<file path="config.mk">
export PLATFORM = sky130hd
export DESIGN_NAME = useq_seq
export DESIGN_NICKNAME = d
export VERILOG_FILES = /design/src/rtl/useq_pkg.sv /design/src/rtl/useq_ctrl.sv /design/src/rtl/useq_dpath.sv /design/src/rtl/useq_seq.sv
export SDC_FILE = /design/constraint.sdc
export NUM_CORES = 1
export LEC_CHECK = 0
export ABC_AREA = 1
export BUFFER_PORTS_ARGS = -buffer_cell sky130_fd_sc_hd__buf_2
export CORE_ASPECT_RATIO = 1.1
export CORE_UTILIZATION = 51
export CTS_CLUSTER_DIAMETER = 60
export DETAILED_ROUTE_END_ITERATION = 10
export GPL_TIMING_DRIVEN = 0
export PLACE_DENSITY = 0.84
export RECOVER_POWER = 100
export SETUP_SLACK_MARGIN = 0.2
export SYNTH_ARGS = -nofsm -noshare
export SYNTH_HDL_FRONTEND = slang
export SYNTH_HIERARCHICAL = 1
export SYNTH_SLANG_ARGS = --single-unit
</file>
<file path="constraint.sdc">
create_clock -name clk -period 3.1 [get_ports clk]
set_input_delay 0.31 -clock clk [delete_from_list [all_inputs] [get_ports clk]]
set_output_delay 0.31 -clock clk [all_outputs]
set_load 0.05 [all_outputs]
</file>
<file path="src/rtl/useq_pkg.sv">
package useq_pkg;
  localparam int ADDR_W = 13;
  localparam int OPC_W = 8;
  localparam int RET_W = 8;
  localparam int BITSEL_W = 3;
  localparam int NIB_W = 4;

  localparam logic [3:0] JUMP_CLASS = 4'h1;

  localparam logic [2:0] SRC_IMM = 3'd0;
  localparam logic [2:0] SRC_OPC = 3'd1;
  localparam logic [2:0] SRC_MIX = 3'd2;
  localparam logic [2:0] SRC_RET = 3'd3;
  localparam logic [2:0] SRC_BIT = 3'd4;

  localparam logic [3:0] COND_ALWAYS = 4'd0;
  localparam logic [3:0] COND_NONZERO = 4'd1;
  localparam logic [3:0] COND_ZERO = 4'd2;

  typedef struct packed {
    logic       take;
    logic       save;
    logic [2:0] src;
  } seqCtl_t;
endpackage

</file>
<file path="src/rtl/useq_ctrl.sv">
module useq_ctrl
  import useq_pkg::*;
(
  input  logic [3:0] classCode,
  input  logic [3:0] callCode,
  input  logic [2:0] srcCode,
  input  logic [3:0] condCode,
  input  logic       aluZero,
  output seqCtl_t    ctl
);
  logic isJump;
  logic condOk;
  logic srcOk;

  always_comb begin
    isJump = (classCode == JUMP_CLASS);
    case (condCode)
      COND_ALWAYS:  condOk = 1'b1;
      COND_NONZERO: condOk = ~aluZero;
      COND_ZERO:    condOk = aluZero;
      default:      condOk = 1'b0;
    endcase
    srcOk = (srcCode <= SRC_BIT);
    ctl.src = srcCode;
    ctl.take = isJump & condOk & srcOk;
    ctl.save = isJump & condOk & srcOk & (|callCode);
  end
endmodule

</file>
<file path="src/rtl/useq_dpath.sv">
module useq_dpath
  import useq_pkg::*;
#(
  parameter int AW = ADDR_W,
  parameter int OW = OPC_W,
  parameter int BW = BITSEL_W,
  parameter int NW = NIB_W
) (
  input  logic          clk,
  input  logic          rstN,
  input  seqCtl_t       ctl,
  input  logic [AW-1:0] imm,
  input  logic [OW-1:0] opcodeByte,
  input  logic [BW-1:0] bitSel,
  output logic [AW-1:0] uAddr,
  output logic [AW-1:0] retAddr
);
  logic [AW-1:0] seqAddr;
  logic [AW-1:0] target;
  logic [AW-1:0] nextAddr;

  always_comb begin
    seqAddr = uAddr + {{(AW-1){1'b0}}, 1'b1};
    case (ctl.src)
      SRC_IMM: target = imm;
      SRC_OPC: target = {{(AW-OW){1'b0}}, opcodeByte};
      SRC_MIX: target = {imm[AW-1:NW], opcodeByte[NW-1:0]};
      SRC_RET: target = retAddr;
      SRC_BIT: target = {{(AW-BW){1'b0}}, bitSel};
      default: target = seqAddr;
    endcase
    nextAddr = ctl.take ? target : seqAddr;
  end

  always_ff @(posedge clk) begin
    if (!rstN) begin
      uAddr <= '0;
      retAddr <= '0;
    end else begin
      uAddr <= nextAddr;
      if (ctl.save) retAddr <= seqAddr;
    end
  end
endmodule

</file>
<file path="src/rtl/useq_seq.sv">
module useq_seq
  import useq_pkg::*;
(
  input  logic              clk,
  input  logic              rstN,
  input  logic [31:0]       uinstr,
  input  logic [OPC_W-1:0]  opcodeByte,
  input  logic [RET_W-1:0]  busRetData,
  input  logic              aluZero,
  output logic [ADDR_W-1:0] uAddr,
  output logic [ADDR_W-1:0] retAddr
);
  seqCtl_t ctl;
  logic unusedBits;

  assign unusedBits = ^{uinstr[23], uinstr[15:ADDR_W], busRetData[RET_W-1:BITSEL_W]};

  useq_ctrl u_ctrl (
    .classCode(uinstr[31:28]),
    .callCode (uinstr[27:24]),
    .srcCode  (uinstr[22:20]),
    .condCode (uinstr[19:16]),
    .aluZero  (aluZero),
    .ctl      (ctl)
  );

  useq_dpath #(
    .AW(ADDR_W), .OW(OPC_W), .BW(BITSEL_W), .NW(NIB_W)
  ) u_dpath (
    .clk       (clk),
    .rstN      (rstN),
    .ctl       (ctl),
    .imm       (uinstr[ADDR_W-1:0]),
    .opcodeByte(opcodeByte),
    .bitSel    (busRetData[BITSEL_W-1:0]),
    .uAddr     (uAddr),
    .retAddr   (retAddr)
  );
endmodule

</file>
==> results.md <==
Run status:
- The run finished, with violations left.
- The checks that failed: design-rule violations.

Final layout:
- The ratio of cells with drive above 1 in the final layout is between 15 and 20%.
- Measured on the finished design, the core utilization comes to between 60% and 70%.
- Summing all multi-input logic gate instances after layout gives just under 0.001 mm2.
- The final layout contains about 420 nets.
- The number of inserted diodes is 0.
- The final design instance area without fill is between 0.002 and 0.0025 mm2.
- The footprint of the flip-flops and latches is 520 um2.
- The number of filler cells placed in the layout is 330.
- Relative to the synthesized area, the layout overhead comes to 19.5%.

Global routing:
- The total track usage is a little over a quarter.
- The global route total overflow is 0.
- The first global-routing pass estimated roughly 7.7 mm of wire.
- Entering global routing, the biggest net connects 14 pins.
- The number of global-route vias before repair is roughly 1800.
- The initial antenna violation count was 0.

Worst setup path:
- The internal reg-to-reg setup slack is around 1.6 ns.
- For the worst setup path, the data required time is about 3.3 ns.
- The type of element capturing the critical path is a register.
- In this run the worst path has a maximum fanout of 10.
- The worst setup path is launched from a primary input.
- STA puts the critical path data arrival time at between 1.5 and 2 ns.
- The setup path with the least slack is of type primary input to register.

Detailed routing:
- The highest routed metal layer is met4.
- The met2 wire length is 2.16 mm.
- The remaining number of nets flagged by the antenna check after routing is 0.
- For this block, the via count after detailed routing is 1982.
- After detailed routing, the wire length on met1 is ~2.1 mm.
- Summed over all layers, the routed wires come to ~4.5 mm.
- The total iterations of the first detailed-routing run is 7.
- After detailed routing, the number of remaining DRC violations is 3.
- The wire length on met3 is between 200 and 300 um.
- The ratio of routed vias to standard cells is 4.97.
- The average detailed-routed wire length per instance is 11.4 um.
- The initial DRC count is 96.

CTS:
- The TritonCTS clock tree is done.
- The later pin in the worst-skew pair is clocked with a latency of around 0.31 ns.
- Clock tree synthesis inserted a total of 3 buffers.
- The number of buffers on the longest clock path is 2.
- The clock-pin slew reported for the worst setup and hold paths after clock tree synthesis is about 0.13 ns.
- The cell at the root of the clock tree is clkbuf_4.
- The number of levels the H-tree was split into is 1.
- In this run, post-CTS hold repair placed 0 buffers.
- The number of setup buffers added after CTS is 0.
- The post-cts resize count is 0.
- The number of sinks driven by the clock tree is 26.

Floorplanning:
- The die footprint is between 0.003 and 0.004 mm2.
- For this design the top-level I/O count stands at between 70 and 80.
- In this run the vertical extent of the chip is approximately 63 um.
- The floorplan row count is 21.
- The effective utilization at floorplan is 55.2%.
- From left edge to right edge, the die measures 57.7 um.
- The placeable core region is 0.00315 mm2.

Placed design:
- The final RePlAce weighted congestion is between 0.8 and 0.9.
- The HPWL after detailed placement is about 3.5 mm.
- The number of input and output port buffers inserted is 66.
- The post-placement cell area is 0.00211 mm2.

STA:
- The hold violation total from the final report is 0.
- After routing, the total negative slack on setup checks comes to 0 ns.
- The number of setup violations in the final report is 0.
- The number of pins exceeding their max-slew limit in the final report is 0.
- The timing-limited maximum frequency is 579 MHz.
- On the final layout, the worst hold slack is between 0.2 and 0.3 ns.
- At the pin with the least slew margin, the transition time is approximately 0.63 ns.
- Setup repair after global routing left no endpoint under its margin.
- The clock arrives with around 0.0027 ns of skew.
- Subtracting the final worst setup slack from the clock period gives between 1.5 and 2 ns.
- Of the available clock period, the critical path in the final layout requires 55.7%.
- Headroom to the max-slew limit came out at 57.9%.

Logic synthesis:
- For this run, the number of Yosys warnings is 6.
- The cell taking the most area after synthesis is dfxtp_1.
- The most repeated cell in the gate-level netlist after synthesis is nand2_1.
- The synthesized netlist occupies a cell area of 0.00174 mm2.
- The count of flip-flops with a built-in enable after synthesis is 0.
- Of all flip-flops after synthesis, the portion carrying an async set or reset was 0%.
- In this run, distinct cell masters in the synthesized netlist total 27.
- Summing the sequential cell areas from Yosys gives about 30% of the chip area.
- The number of nets in the synthesized netlist is between 300 and 400.
- The most used flip-flop cell after synthesis is dfxtp_1.
- Ranked by total cell area, the synthesized netlist is headed by dfxtp_1, nand2_1, nor2_1.
- A synthesized cell averages 5.88 um2.
- In the synthesized netlist, the number of instances is 296.
- By count the netlist is led by nand2_1, nor2_1, inv_1, nand3_1, dfxtp_1.
- Summed over its instances, the top area cell type makes up 29.9% of the synthesized netlist area.
- In this run, synthesis produced a sequential element count of 26.

Pwr:
- The analysis attributes to cell leakage a power of 1.04 nW.
- After layout, the design draws a total of just under 600 uW.
- VDD sags by at most approximately 0.15 mV.
- The total power density per cell area is 281 mW/mm2.

Hold path:
- The path class of the tightest hold or removal check is primary input to register.

Job:
- The number of maximum-capacitance constraint violations is 0.
==> state kept, by name, indices dropped and copies added, names as in the netlist <==
signal	flops
u_dpath/retAddr	13
u_dpath/uAddr	13
==> layout by cell type (no fill, tap or decap), types with 5 or more instances in the layout <==
master / synthesis / final
a21oi_1: 10 / 10
buf_2: 1 / 40
clkbuf_1: 1 / 30
dfxtp_1: 26 / 26
inv_1: 44 / 45
nand2_1: 84 / 85
nand3_1: 27 / 27
nand4_1: 5 / 5
nor2_1: 51 / 53
o21ai_0: 11 / 12
==> layer usage <==
metal | vias up | global-route usage (%)
met5 | - | 0
met4 | 0 | 6.55
met3 | 4 | 4.52
met2 | 62 | 46.4
met1 | 860 | 34.3
li1 | 1056 | -
==> report_power, final <==
part / internal [mW] / switching, mW
clock: 0.0455 / 0.0951
sequential: 0.339 / 0.00583
combinational: 0.0389 / 0.0613
==> stage by stage <==
| stage | instances | setup WS [ns] |
|---|---|---|
| floorplan | 296 | 1.44 |
| detailed placement | 396 | 1.37 |
| CTS | 399 | 1.67 |
| global placement | 396 | 1.34 |
| finish | 399 | 1.37 |
| global route | 399 | 1.19 |
==> worst max-delay path: stages <==
cell and delay [ns]:
clkbuf_1 0.09, o21ai_0 0.17, nand2_1 0.10, nor2_1 0.15, nand2_1 0.17, inv_1 0.21, clkbuf_1 0.42, nand3_1 0.12
nor2_1 0.15, nor2_1 0.05
==> worst paths after layout <==
check | startpoint | end | cells past startpoint
min reg2reg | u_dpath/retAddr[3] | u_dpath/retAddr[3] | 2
max reg2reg | u_dpath/uAddr[0] | u_dpath/retAddr[10] | 8
min | busRetData[0] | u_dpath/uAddr[0] | 3
max | uinstr[20] | u_dpath/uAddr[3] | 10
==> kinds of logic (layout without fill, tap and decap cells) <==
logic type	after synthesis	in the layout	share of synthesized area, %
flops	26	26	29.9
buf+inv	56	125	13.9
xor+xnor	3	3	1.51
fa+ha+maj	1	1	0.718
simple gates	183	183	45.7
compound gates	27	27	8.33
==> layout make-up <==
| type | count | area share (%) |
|---|---|---|
| sequential | 26 | 25.0 |
| inverter | 47 | 8.47 |
| tap | 34 | 2.04 |
| multi-input combinational | 214 | 46.2 |
| timing repair buffer | 66 | 14.2 |
| buffer | 9 | 2.94 |
| clock buffer | 3 | 1.08 |
Note: power is estimated with default switching activity, not from simulation.
